--- src/rtl/gpio_irq_pkg.sv ---
package gpio_irq_pkg;
  localparam int ADDR_W = 4;

  typedef enum logic [ADDR_W-1:0] {
    A_DIN   = 4'h0,
    A_OUT   = 4'h1,
    A_SET   = 4'h2,
    A_CLR   = 4'h3,
    A_DIR   = 4'h4,
    A_LSEL  = 4'h5,
    A_LPOL  = 4'h6,
    A_RISE  = 4'h7,
    A_FALL  = 4'h8,
    A_MASK  = 4'h9,
    A_EN    = 4'hA,
    A_PEND  = 4'hB,
    A_ICLR  = 4'hC
  } reg_addr_e;
endpackage

--- src/rtl/gpio_sync.sv ---
module gpio_sync #(
  parameter int N      = 16,
  parameter int STAGES = 2
) (
  input  logic         clk,
  input  logic         rst,
  input  logic [N-1:0] raw,
  output logic [N-1:0] cur,
  output logic [N-1:0] prev
);
  logic [N-1:0] stg [STAGES+1];

  always_ff @(posedge clk) begin
    if (rst) stg[0] <= '0;
    else     stg[0] <= raw;
  end

  for (genvar s = 1; s <= STAGES; s++) begin : g_stage
    always_ff @(posedge clk) begin
      if (rst) stg[s] <= '0;
      else     stg[s] <= stg[s-1];
    end
  end

  assign cur  = stg[STAGES-1];
  assign prev = stg[STAGES];


  cur_follows_chk: assert property (@(posedge clk) disable iff (rst)
    prev == $past(cur));
endmodule

--- src/rtl/gpio_irq_detect.sv ---
module gpio_irq_detect #(
  parameter int N = 16
) (
  input  logic         clk,
  input  logic         rst,
  input  logic [N-1:0] cur,
  input  logic [N-1:0] prev,
  input  logic [N-1:0] lvl_sel,
  input  logic [N-1:0] lvl_pol,
  input  logic [N-1:0] rise_en,
  input  logic [N-1:0] fall_en,
  input  logic [N-1:0] mask,
  input  logic [N-1:0] en,
  input  logic [N-1:0] clr,
  output logic [N-1:0] status
);
  logic [N-1:0] gate;
  logic [N-1:0] pend_q;
  logic [N-1:0] edge_hit;

  assign gate = ~mask & en;

  for (genvar i = 0; i < N; i++) begin : g_pin
    logic rise, fall, active;
    assign rise        = cur[i] & ~prev[i];
    assign fall        = ~cur[i] & prev[i];
    assign active      = ~(cur[i] ^ lvl_pol[i]);
    assign edge_hit[i] = ((rise & rise_en[i]) | (fall & fall_en[i])) & gate[i];

    always_ff @(posedge clk) begin
      if (rst)
        pend_q[i] <= 1'b0;
      else if (lvl_sel[i])
        pend_q[i] <= active & gate[i];
      else
        pend_q[i] <= (pend_q[i] & ~clr[i]) | edge_hit[i];
    end


    gated_rise_chk: assert property (@(posedge clk) disable iff (rst)
      $rose(pend_q[i]) |-> $past(gate[i]));


    edge_clear_chk: assert property (@(posedge clk) disable iff (rst)
      ($past(clr[i]) && !$past(lvl_sel[i]) && !$past(edge_hit[i])) |-> !pend_q[i]);
  end

  assign status = pend_q & gate;
endmodule

--- src/rtl/gpio_regfile.sv ---
module gpio_regfile
  import gpio_irq_pkg::*;
#(
  parameter int N = 16
) (
  input  logic              clk,
  input  logic              rst,
  input  logic [ADDR_W-1:0] addr,
  input  logic              we,
  input  logic [N-1:0]      wdata,
  output logic [N-1:0]      rdata,
  input  logic [N-1:0]      din,
  input  logic [N-1:0]      status,
  output logic [N-1:0]      dir_q,
  output logic [N-1:0]      out_q,
  output logic [N-1:0]      lsel_q,
  output logic [N-1:0]      lpol_q,
  output logic [N-1:0]      rise_q,
  output logic [N-1:0]      fall_q,
  output logic [N-1:0]      mask_q,
  output logic [N-1:0]      en_q,
  output logic [N-1:0]      iclr
);
  logic wr_out, wr_set, wr_clr;
  logic [N-1:0] rd_mux;

  assign wr_out = we && (addr == A_OUT);
  assign wr_set = we && (addr == A_SET);
  assign wr_clr = we && (addr == A_CLR);
  assign iclr   = (we && (addr == A_ICLR)) ? wdata : '0;

  always_ff @(posedge clk) begin
    if (rst) begin
      dir_q  <= '0;
      out_q  <= '0;
      lsel_q <= '0;
      lpol_q <= '0;
      rise_q <= '0;
      fall_q <= '0;
      mask_q <= '1;
      en_q   <= '0;
    end else begin
      if (wr_out)      out_q <= wdata;
      else if (wr_set) out_q <= out_q | wdata;
      else if (wr_clr) out_q <= out_q & ~wdata;
      if (we) begin
        case (addr)
          A_DIR:  dir_q  <= wdata;
          A_LSEL: lsel_q <= wdata;
          A_LPOL: lpol_q <= wdata;
          A_RISE: rise_q <= wdata;
          A_FALL: fall_q <= wdata;
          A_MASK: mask_q <= wdata;
          A_EN:   en_q   <= wdata;
          default: ;
        endcase
      end
    end
  end

  always_comb begin
    case (addr)
      A_DIN:   rd_mux = din;
      A_OUT:   rd_mux = out_q;
      A_DIR:   rd_mux = dir_q;
      A_LSEL:  rd_mux = lsel_q;
      A_LPOL:  rd_mux = lpol_q;
      A_RISE:  rd_mux = rise_q;
      A_FALL:  rd_mux = fall_q;
      A_MASK:  rd_mux = mask_q;
      A_EN:    rd_mux = en_q;
      A_PEND:  rd_mux = status;
      default: rd_mux = '0;
    endcase
  end

  always_ff @(posedge clk) begin
    if (rst) rdata <= '0;
    else     rdata <= rd_mux;
  end


  out_set_chk: assert property (@(posedge clk) disable iff (rst)
    wr_set |=> ((out_q & $past(wdata)) == $past(wdata)));


  out_clr_chk: assert property (@(posedge clk) disable iff (rst)
    wr_clr |=> ((out_q & $past(wdata)) == '0));
endmodule

--- src/rtl/gpio_irq_port.sv ---
module gpio_irq_port
  import gpio_irq_pkg::*;
#(
  parameter int N_PINS      = 16,
  parameter int SYNC_STAGES = 2
) (
  input  logic              clk,
  input  logic              rst,
  input  logic [ADDR_W-1:0] bus_addr,
  input  logic              bus_we,
  input  logic [N_PINS-1:0] bus_wdata,
  output logic [N_PINS-1:0] bus_rdata,
  input  logic [N_PINS-1:0] pin_in,
  output logic [N_PINS-1:0] pin_out,
  output logic [N_PINS-1:0] pin_oe,
  output logic              irq
);
  logic [N_PINS-1:0] cur, prev, status, iclr;
  logic [N_PINS-1:0] dir_q, out_q, lsel_q, lpol_q, rise_q, fall_q, mask_q, en_q;
  logic irq_q;

  gpio_sync #(.N(N_PINS), .STAGES(SYNC_STAGES)) u_sync (
    .clk(clk), .rst(rst), .raw(pin_in), .cur(cur), .prev(prev)
  );

  gpio_regfile #(.N(N_PINS)) u_regs (
    .clk(clk), .rst(rst), .addr(bus_addr), .we(bus_we), .wdata(bus_wdata),
    .rdata(bus_rdata), .din(cur), .status(status),
    .dir_q(dir_q), .out_q(out_q), .lsel_q(lsel_q), .lpol_q(lpol_q),
    .rise_q(rise_q), .fall_q(fall_q), .mask_q(mask_q), .en_q(en_q), .iclr(iclr)
  );

  gpio_irq_detect #(.N(N_PINS)) u_det (
    .clk(clk), .rst(rst), .cur(cur), .prev(prev),
    .lvl_sel(lsel_q), .lvl_pol(lpol_q), .rise_en(rise_q), .fall_en(fall_q),
    .mask(mask_q), .en(en_q), .clr(iclr), .status(status)
  );

  always_ff @(posedge clk) begin
    if (rst) irq_q <= 1'b0;
    else     irq_q <= |status;
  end

  assign irq     = irq_q;
  assign pin_out = out_q;
  assign pin_oe  = dir_q;


  irq_needs_enable_chk: assert property (@(posedge clk) disable iff (rst)
    irq |-> $past(|en_q));


  irq_quiet_chk: assert property (@(posedge clk) disable iff (rst)
    !$past(|status) |-> !irq);
endmodule

--- config.mk ---
export PLATFORM = sky130hd
export DESIGN_NAME = gpio_irq_port
export DESIGN_NICKNAME = d
export VERILOG_FILES = /design/src/rtl/gpio_irq_pkg.sv /design/src/rtl/gpio_sync.sv /design/src/rtl/gpio_irq_detect.sv /design/src/rtl/gpio_regfile.sv /design/src/rtl/gpio_irq_port.sv
export SDC_FILE = /design/constraint.sdc
export NUM_CORES = 1
export LEC_CHECK = 0
export BUFFER_PORTS_ARGS = -buffer_cell sky130_fd_sc_hd__buf_2
export CORE_ASPECT_RATIO = 0.7
export CORE_MARGIN = 1.5
export CORE_UTILIZATION = 25
export DETAILED_ROUTE_END_ITERATION = 8
export GPL_TIMING_DRIVEN = 0
export PLACE_DENSITY_LB_ADDON = 0.05
export SETUP_SLACK_MARGIN = 0.3
export SYNTH_ARGS = -nofsm -noshare
export SYNTH_HDL_FRONTEND = slang
export SYNTH_HIERARCHICAL = 1
export SYNTH_SLANG_ARGS = --single-unit
--- constraint.sdc ---
create_clock -name clk -period 1.6 [get_ports clk]
set_input_delay 0 -clock clk [delete_from_list [all_inputs] [get_ports clk]]
set_output_delay 0 -clock clk [all_outputs]
set_load 0.03 [all_outputs]
==> results of run 1 <==
kinds of logic after synthesis:
group	count (synthesis)	synth area share (%)
buffers and inverters	96	4.92
muxes	38	4.28
DFF	209	44.0
and+or+nand+nor	493	28.2
AOI/OAI and AO/OA	253	17.0
xor gates and xnor gates	16	1.47
power by group through the flow:
stage               Sequential (uW)  Clock, uW  Combinational (uW)
floorplan                      5550          0                 533
global placement               5540          0                1060
detailed placement             5540          0                1060
CTS                            5410       6220                1160
global route                   5410       6470                1250
finish                         5400       6070                1200
cell type report:
class,instances,area [sq um]
fillers,3941,25100
multi-input cells,800,5040
flip-flops and latches,209,4260
repair buffers,123,843
clock buffers,38,754
well taps,488,611
plain buffers,94,517
clock inverters,6,108
inverters,2,7.51
how the worst min path moves through the flow:
stage / from / to / slack [ns] / cells after the start
final: bus_wdata[0] / u_regs/en_q[0]$_SDFFE_PP0P_ / -0.003 / 3
after global placement: pin_in[10] / u_sync/stg[0][10]$_SDFF_PP0_ / 0.21 / 2
after floorplan: rst / u_det/pend_q[10]$_SDFF_PP0_ / 0.07 / 1
after detailed placement: pin_in[4] / u_sync/stg[0][4]$_SDFF_PP0_ / 0.21 / 2
after global routing: bus_wdata[0] / u_regs/lpol_q[0]$_SDFFE_PP0P_ / 0.03 / 3
after CTS: bus_wdata[0] / u_regs/en_q[0]$_SDFFE_PP0P_ / 0.006 / 3
flip-flops by register name, indices dropped and copies added (netlist names), named ones only:
register and count:
u_det/pend_q 16, u_regs/fall_q 16, u_regs/lsel_q 16, u_regs/lpol_q 16
irq 1, u_sync/stg 48, u_regs/mask_q 16, u_regs/rise_q 16
u_regs/en_q 16, u_regs/rdata 16, u_regs/dir_q 16
synthesized netlist by cell type (all sizes together), types with 20 or more instances:
master | n | area share [%]
and3b | 50 | 4.6
and2 | 20 | 1.3
clkbuf | 43 | 1.7
a21oi | 102 | 5.4
buf | 51 | 3.1
nor2b | 53 | 3.5
nor2 | 38 | 1.5
o21ai | 39 | 2.1
mux2 | 21 | 2.5
a31oi | 24 | 1.6
dfxtp | 209 | 44
nand2 | 231 | 9.1
layer usage:
metal | GRT usage, % | vias up | share of wire (%)
met5 | 0 | - | 0
met2 | 33.9 | 336 | 40
li1 | - | 4208 | -
met1 | 36.5 | 4417 | 51
met3 | 4.07 | 70 | 6.5
met4 | 6.34 | 0 | 2.7
per-stage QoR:
| stage | area [sq um] | TNS, ns | total power, uW | setup slack, ns | instances |
|---|---|---|---|---|---|
| finish | 12100 | 0 | 12700 | 0.149 | 1760 |
| global route | 12100 | 0 | 13100 | 0.138 | 1760 |
| CTS | 12000 | 0 | 12800 | 0.0987 | 1754 |
| detailed placement | 10500 | -47.25 | 6600 | -0.599 | 1663 |
| global placement | 10500 | -46.43 | 6600 | -0.618 | 1663 |
| floorplan | 9530 | 0 | 6080 | 0.301 | 1105 |
what timing repair did:
item / in CTS / in global routing
pin swaps: 22 / 27
endpoints found under the setup margin: 100 / 56
buffers inserted: 14 / 6
endpoints found under the hold margin: 133 / 0
hold buffers: 33 / 0
gates resized for setup: 78 / 43
critical path, cell delays in order:
cell	delay, ns
buf_2	0.15
buf_2	0.35
clkbuf_1	0.76
o21ai_0	0.25
o21ai_1	0.19
a41oi_1	0.13
cell usage in the layout, fill, tap and decap left out, types with 6 or more instances in the layout:
cell type / Yosys / final
and3b_1: 50 / 37
and3b_2: 0 / 13
xnor2_1: 16 / 16
buf_4: 9 / 27
and2_1: 20 / 19
dfxtp_2: 0 / 24
nand3b_1: 18 / 18
buf_6: 4 / 6
a22o_1: 18 / 18
dfxtp_4: 0 / 12
a221oi_1: 11 / 10
mux2i_1: 17 / 17
a32oi_1: 6 / 6
o21ai_0: 20 / 17
a21oi_1: 102 / 102
or3b_1: 16 / 16
a31oi_1: 24 / 19
and3_1: 8 / 7
nor3b_1: 16 / 16
nand2_1: 231 / 230
clkbuf_8: 0 / 9
buf_2: 35 / 103
a32o_1: 7 / 7
clkbuf_2: 0 / 13
o21ai_1: 19 / 21
a211o_1: 8 / 8
nor2_1: 37 / 37
clkbuf_1: 43 / 33
nand3_1: 10 / 7
mux2_2: 16 / 14
dfxtp_1: 209 / 173
dlygate4sd3_1: 0 / 33
nand4b_1: 18 / 18
clkbuf_16: 0 / 25
nor2b_1: 53 / 53
==> reports/metrics.cfg, run 1 <==
[cells_and_area]
postLayoutCoreUtil_pct=32.6
area_delta_synth_final_pct=27.7
finalNetCount=1293
antenna_cells=0
drive_gt1_share_pct=23.1

[logic_synthesis]
async_reset_ff_share_pct=0
syn_area_sq_um=9500
synthFlopType=dfxtp_1
ys_seq_elements=209
syn_nets=1144
synth.distinct_cells=53
yosysSeqAreaShare_pct=44.0
syn_inst=1105
ys.warnings.count=6
synth_area_per_cell_sq_um=8.60
synth-edff-count=0

[floorplanning]
die_h_um=166
dieArea_sq_um=39200
dieWidth_um=236
ios=88
core_sq_um=37300
core.rowCount=59
start_util_pct=25.5

[timing]
grt_setup_unrepaired=yes
worst_slew_pin_slew_ns=1.12
setup_violations=0
fin_crit_sh_pct=90.7
skew_ns=0.00893
fmax_mhz=689
period_needed_ns=1.45
relSlewSlack_pct=25.1
whs_ns=-0.00296
hold_viol=2
final_max_slew_viol_count=0

[drt]
drt_wl_total_um=47500
drt_iter0_markers=781
dr_total_vias=9031
drc=0
vias_per_cell=5.13
avgRoutedWirePerCell_um=27.0
firstDrtPassIters=5
drtAntennaViolNets=0

[setup_path]
worstSetupPathType=input pin to register
end_kind=register
cp-start-kind=input pin
worstSetupEndpoint=u_regs/rdata[3]$_SDFF_PP0_
cp-startpoint=bus_addr[1]
r2r-start=u_regs/mask_q[15]$_SDFFE_PP1P_
r2r_end=u_regs/rdata[15]$_SDFF_PP0_
r2r_cells=5
critPathMaxFanout=10
r2r_slack_ns=0.15
cp_data_arrival_time_ns=1.84
critPathRequiredTime_ns=1.99

[run_status]
violations=negative hold slack
status=complete, but fails checks

[global_route]
grt_use_total_pct=23.9
grt_pass1_vias=8407
antenna_found_initial=0
grt_pass1_wl_um=65900
grt_start_max_net_pins=14
overflow=0

[place]
io_buffers=70
gp_congestion=0.855
hpwl_um=32400

[flow_run]
cap_violations=0

[cts]
cts_tree=yes
clk_path_buf_depth=3
cts_buffers=24
htreeDepth=1
clkSlewWorstSetupHoldPaths_ns=0.06
ctsRootBufferMaster=clkbuf_16
clkLatencyLatePin_ns=0.54
cts_sinks=209

[power]
power_switching_share_pct=25.9
combPwrFrac_pct=9.5
power.density_nw_per_um2=1040
peakVddDrop_mv=0.720
seq_power_share_pct=42.7
internal-power_uw=9390
power_switching_uw=3280
p_leak_uw=0.00456
clkPwrFrac_pct=47.9

[worst_hold_path]
hold_class=input pin to register

(Power assumes the default switching activity.)
==> run 2: changes to the inputs <==
--- a/config.mk
+++ b/config.mk
@@ -12,7 +12,6 @@
 export DETAILED_ROUTE_END_ITERATION = 8
 export GPL_TIMING_DRIVEN = 0
 export PLACE_DENSITY_LB_ADDON = 0.05
-export SETUP_SLACK_MARGIN = 0.3
 export SYNTH_ARGS = -nofsm -noshare
 export SYNTH_HDL_FRONTEND = slang
 export SYNTH_HIERARCHICAL = 1
==> run 2 against run 1 <==
  * The run now ends clean
  * Critical path type unchanged
  * Via count fell by 0.38%
  * Register-to-register slack got worse by 0.08 ns
  * Largest power group unchanged
  * Non-clock buffer count fell by 18
  * Cell area fell by 3.7%
  * Global-route usage fell by 0.18 points
==> reports/metrics.cfg, run 2 (same netlist as run 1, synthesis figures left out) <==
[cts]
clkSlewWorstSetupHoldPaths_ns=0.06  ; about the same
clk_path_buf_depth=3  ; unchanged
htreeDepth=1  ; unchanged
clkLatencyLatePin_ns=0.54  ; about the same
cts_tree=yes  ; unchanged
ctsRootBufferMaster=clkbuf_16  ; unchanged
cts_sinks=209  ; unchanged
cts_buffers=25  ; was 24

[global_route]
grt_pass1_wl_um=65800  ; was 65900 um
grt_util_met1_pct=35.9  ; was 36.5%
use_met3_pct=3.66  ; was 4.07%
gr-max-usage-layer=met1  ; unchanged
grt_use_total_pct=23.7  ; was 23.9%
grt_pass1_vias=8444  ; was 8407
overflow=0  ; unchanged
antenna_found_initial=1  ; was 0
grt_start_max_net_pins=20  ; was 14
grtUsageMet2_pct=34.9  ; was 33.9%

[place]
gp_congestion=0.879  ; was 0.855
io_buffers=70  ; unchanged
hpwl_um=32200  ; was 32400 um
dpl.cell_count=1663  ; unchanged

[cells_and_area]
largest_reg_flops=48  ; unchanged
regMostFlops=u_sync/stg  ; unchanged
area_delta_synth_final_pct=23.0  ; was 27.7%
final_cell_mix=nand2_1, dfxtp_1, buf_2  ; unchanged
instances_no_fill=1742  ; was 1760
fillCellCount=3953  ; was 3941
drive_gt1_share_pct=15.2  ; was 23.1%
antenna_cells=0  ; unchanged
final_common_cell=nand2_1  ; unchanged
finalNetCount=1276  ; was 1293

[floorplanning]
core_sq_um=37300  ; unchanged
dieArea_sq_um=39200  ; unchanged
core.rowCount=59  ; unchanged
ios=88  ; unchanged
dieWidth_um=236  ; unchanged
die_h_um=166  ; unchanged
start_util_pct=25.5  ; unchanged

[drt]
avgRoutedWirePerCell_um=27.0  ; about the same
drc=0  ; unchanged
dr_total_vias=8997  ; was 9031
drt_wl_total_um=47000  ; was 47500 um
drtAntennaViolNets=0  ; unchanged
vias_per_cell=5.16  ; was 5.13
drt_iter0_markers=1075  ; was 781
firstDrtPassIters=5  ; unchanged

[power]
power.density_nw_per_um2=1080  ; was 1040 nW/um^2
peakVddDrop_mv=0.613  ; was 0.720 mV
design_power_total_uw=12600  ; was 12700 uW
p_leak_uw=0.00438  ; was 0.00456 uW

[timing]
worst_slew_pin_slew_ns=1.25  ; was 1.12 ns
relSlewSlack_pct=16.6  ; was 25.1%
skew_ns=0.0180  ; was 0.00893 ns
setup_violations=0  ; unchanged
grt_setup_unrepaired=no  ; was yes
fin_crit_sh_pct=96.9  ; was 90.7%
fmax_mhz=645  ; was 689 MHz
period_needed_ns=1.55  ; was 1.45 ns
hold_viol=0  ; was 2
final_max_slew_viol_count=0  ; unchanged

[run_status]
status=completed  ; was complete, but fails checks

[worst_hold_path]
hold_class=input pin to register  ; unchanged

[setup_path]
end_kind=register  ; unchanged
cp_data_arrival_time_ns=1.98  ; was 1.84 ns
cp-start-kind=input pin  ; unchanged
critPathRequiredTime_ns=2.03  ; was 1.99 ns
worstSetupPathType=input pin to register  ; unchanged
critPathMaxFanout=10  ; unchanged

[flow_run]
cap_violations=0  ; unchanged

run 2: path summary, 6_finish.rpt:
check                                                    start                            to  slack [ns]  cells after the start
worst max-delay path                               bus_addr[3]    u_regs/rdata[5]$_SDFF_PP0_        0.05                      7
worst min-delay path                                       rst  u_sync/stg[2][15]$_SDFF_PP0_        0.04                      3
worst max register to register  u_regs/mask_q[13]$_SDFFE_PP1P_   u_regs/rdata[13]$_SDFF_PP0_        0.07                      5
worst min register to register     u_sync/stg[0][9]$_SDFF_PP0_   u_sync/stg[1][9]$_SDFF_PP0_        0.44                      1
run 2: what timing repair did:
action / 4_1_cts / 5_1_grt
resized for setup: 6 / 6
hold endpoints to repair: 142 / 0
buffers inserted: 0 / 3
hold buffers: 33 / 0
setup endpoints to repair: 25 / 15
gates cloned: 0 / 0
run 2: layer usage:
| layer | share of wire (%) | up-vias |
|---|---|---|
| met1 | 50 | 4436 |
| met4 | 2.0 | 0 |
| li1 | - | 4158 |
| met5 | 0 | - |
| met3 | 6.5 | 61 |
| met2 | 42 | 342 |
run 2: area by class of cell:
class                           instances  area, sq um  area share (%)
Clock inverter                          9          153            1.31
Multi-Input combinational cell        800         4870            41.7
Inverter                                2         7.51          0.0643
Buffer                                 93          462            3.95
Sequential cell                       209         4190            35.8
Tap cell                              488          611            5.23
Timing Repair Buffer                  106          703            6.02
Clock buffer                           35          693            5.93
run 2: worst max-delay path, cell delays in order:
cell and delay (ns):
buf_2 0.14, and3b_1 0.21, clkbuf_1 0.51, buf_2 0.54, a22o_1 0.22, nand2_1 0.05, a31oi_1 0.28
run 2: power by group:
group          switching, uW  internal (uW)
Clock                   2390           3660
Sequential               105           5320
Combinational            799            352
Total                   3290           9330
run 2: metrics by stage:
step / cell area, sq um / hold slack, ns / utilization (%) / TNS (ns) / setup WS [ns]
2_1_floorplan: 9500 / 0.0694 / - / 0 / 0.192
3_3_place_gp: 10500 / 0.207 / 28.1 / -52.42 / -0.732
3_5_place_dp: 10500 / 0.212 / 28.1 / -54.15 / -0.710
4_1_cts: 11700 / 0.0326 / 31.3 / 0 / 0.0309
5_1_grt: 11700 / 0.0355 / 31.3 / 0 / 0.00837
6_report: 11700 / 0.0415 / 31.3 / 0 / 0.0503
==> run 3: changes to the inputs <==
--- a/config.mk
+++ b/config.mk
@@ -7,7 +7,6 @@
 export LEC_CHECK = 0
 export BUFFER_PORTS_ARGS = -buffer_cell sky130_fd_sc_hd__buf_2
 export CORE_ASPECT_RATIO = 0.7
-export CORE_MARGIN = 1.5
 export CORE_UTILIZATION = 25
 export DETAILED_ROUTE_END_ITERATION = 8
 export GPL_TIMING_DRIVEN = 0
==> run 3 against run 2 <==
  * The flow now finishes with violations (negative setup slack)
  * Sequential share of layout area hardly changed
  * First-iteration DRC count decreased by 18%
  * Count of clock-buffer cells in the layout increased by 2
  * Wire length up 1.7%
  * Critical endpoint is now u_regs/fall_q[10]$_SDFFE_PP0P_
==> reports/metrics.cfg, run 3 (same netlist as run 1, synthesis figures left out) <==
[run_status]
status=complete, but fails checks  ; was completed
violations=negative setup slack

[setup_path]
worstSetupPathType=input pin to register  ; unchanged
slowest_stage=clkbuf_1  ; was buf_2
crit_chain=buf_2, nor2_2, nand3_1, clkbuf_1, nand2_1, a21oi_1  ; was buf_2, and3b_1, clkbuf_1, buf_2, a22o_1, nand2_1, a31oi_1
r2r_cells=5  ; unchanged
cp_data_arrival_time_ns=1.97  ; was 1.98 ns
cp-start-kind=input pin  ; unchanged
critPathRequiredTime_ns=1.96  ; was 2.03 ns
critPathMaxFanout=10  ; unchanged
end_kind=register  ; unchanged
cpPeakStageDelay_ns=0.56  ; was 0.54 ns

[worst_hold_path]
hold_class=input pin to register  ; unchanged
min_delay_path_depth=3  ; unchanged

[floorplanning]
die_h_um=165  ; was 166 um
dieArea_sq_um=38800  ; was 39200 sq um
core_sq_um=37300  ; unchanged
start_util_pct=25.5  ; unchanged
dieWidth_um=235  ; was 236 um
core.rowCount=59  ; unchanged
ios=88  ; unchanged

[power]
design_power_total_uw=12700  ; was 12600 uW
power.density_nw_per_um2=1080  ; about the same
p_leak_uw=0.00437  ; was 0.00438 uW
peakVddDrop_mv=0.564  ; was 0.613 mV

[drt]
drt_iter0_markers=883  ; was 1075
dr_total_vias=9050  ; was 8997
drtAntennaViolNets=0  ; unchanged
avgRoutedWirePerCell_um=27.5  ; was 27.0 um
drt_wl_total_um=47800  ; was 47000 um
vias_per_cell=5.20  ; was 5.16
firstDrtPassIters=5  ; unchanged
drc=0  ; unchanged

[cts]
clkSlewWorstSetupHoldPaths_ns=0.06  ; about the same
cts_buffers=25  ; unchanged
clkLatencyLatePin_ns=0.55  ; was 0.54 ns
cts_tree=yes  ; unchanged
post_cts_buffers=0  ; unchanged
htreeDepth=1  ; unchanged
ctsRootBufferMaster=clkbuf_16  ; unchanged
cts_sinks=209  ; unchanged
clk_path_buf_depth=3  ; unchanged

[global_route]
antenna_found_initial=1  ; unchanged
grt_pass1_wl_um=65900  ; was 65800 um
grt_start_max_net_pins=20  ; unchanged
grt_use_total_pct=24.3  ; was 23.7%
grt_pass1_vias=8232  ; was 8444
overflow=0  ; unchanged

[timing]
skew_ns=0.0259  ; was 0.0180 ns
worst_slew_pin_slew_ns=1.26  ; was 1.25 ns
whs_ns=0.0602  ; was 0.0415 ns
relSlewSlack_pct=16.3  ; was 16.6%
period_needed_ns=1.61  ; was 1.55 ns
final_max_slew_viol_count=0  ; unchanged
setup_violations=3  ; was 0
grt_setup_unrepaired=yes  ; was no
worst_slack_ns=-0.00862  ; was 0.0503 ns
fin_crit_sh_pct=101  ; was 96.9%
hold_viol=0  ; unchanged
setup_tns_ns=-0.0163  ; was 0 ns
fmax_mhz=622  ; was 645 MHz

[flow_run]
cap_violations=0  ; unchanged

[place]
io_buffers=70  ; unchanged
hpwl_um=32300  ; was 32200 um
gp_congestion=0.884  ; was 0.879

[cells_and_area]
largest_reg_flops=48  ; unchanged
final_common_cell=nand2_1  ; unchanged
finalNetCount=1273  ; was 1276
area_delta_synth_final_pct=23.0  ; about the same
regMostFlops=u_sync/stg  ; unchanged
fillCellCount=3901  ; was 3953
drive_gt1_share_pct=15.0  ; was 15.2%
final_cell_mix=nand2_1, dfxtp_1, buf_2  ; unchanged
postLayoutCoreUtil_pct=31.4  ; was 31.3%

==> run 3: worst max-delay path, delay by kind of cell <==
family	cells	cell delay (ns)
AO/OA/AOI/OAI	1	0.08
buffers and inverters	2	0.71
AND/OR/NAND/NOR	3	1.16
==> run 3: final timing paths <==
check,slack [ns],start,to
worst max register to register,0.02,u_regs/mask_q[13]$_SDFFE_PP1P_,u_regs/rdata[13]$_SDFF_PP0_
worst min register to register,0.44,u_sync/stg[0][14]$_SDFF_PP0_,u_sync/stg[1][14]$_SDFF_PP0_
worst min-delay path,0.06,rst,u_sync/stg[1][0]$_SDFF_PP0_
worst max-delay path,-0.009,bus_addr[0],u_regs/fall_q[10]$_SDFFE_PP0P_
==> run 3: per-layer routing <==
layer	track usage, %	wire [um]	vias up
li1	-	-	4166
met5	0	0	-
met3	3.82	3260	53
met1	37.2	24100	4477
met4	5.68	997	0
met2	35.0	19400	354
==> run 3: repair_timing <==
| action | 4_1_cts | 5_1_grt |
|---|---|---|
| hold buffers | 33 | 0 |
| cloned | 0 | 0 |
| pin swaps | 0 | 0 |
| endpoints found under the hold margin | 142 | 0 |
| gates resized for setup | 5 | 13 |
| setup endpoints to repair | 15 | 8 |
==> run 3: report_power, final <==
part	internal, uW	switching [uW]
clock	3700	2380
combinational	349	801
sequential	5320	105
total	9370	3290
==> run 3: metrics by stage <==
step	worst slack [ns]	std cells	instance area, sq um
2_1_floorplan	0.192	1105	9500
3_3_place_gp	-0.857	1663	10500
5_1_grt	-0.00271	1739	11700
3_5_place_dp	-0.820	1663	10500
6_report	-0.00862	1740	11700
4_1_cts	0.0441	1739	11700
==> run 3: cell type report <==
type | count | area [sq um] | share of cell area (%)
Sequential cell | 209 | 4190 | 35.8
Clock buffer | 37 | 711 | 6.08
Multi-Input combinational cell | 800 | 4890 | 41.8
Buffer | 93 | 463 | 3.96
Inverter | 2 | 7.51 | 0.0642
Antenna cell | 1 | 2.50 | 0.0214
Tap cell | 488 | 611 | 5.22
Timing Repair Buffer | 103 | 681 | 5.82
Clock inverter | 7 | 139 | 1.19
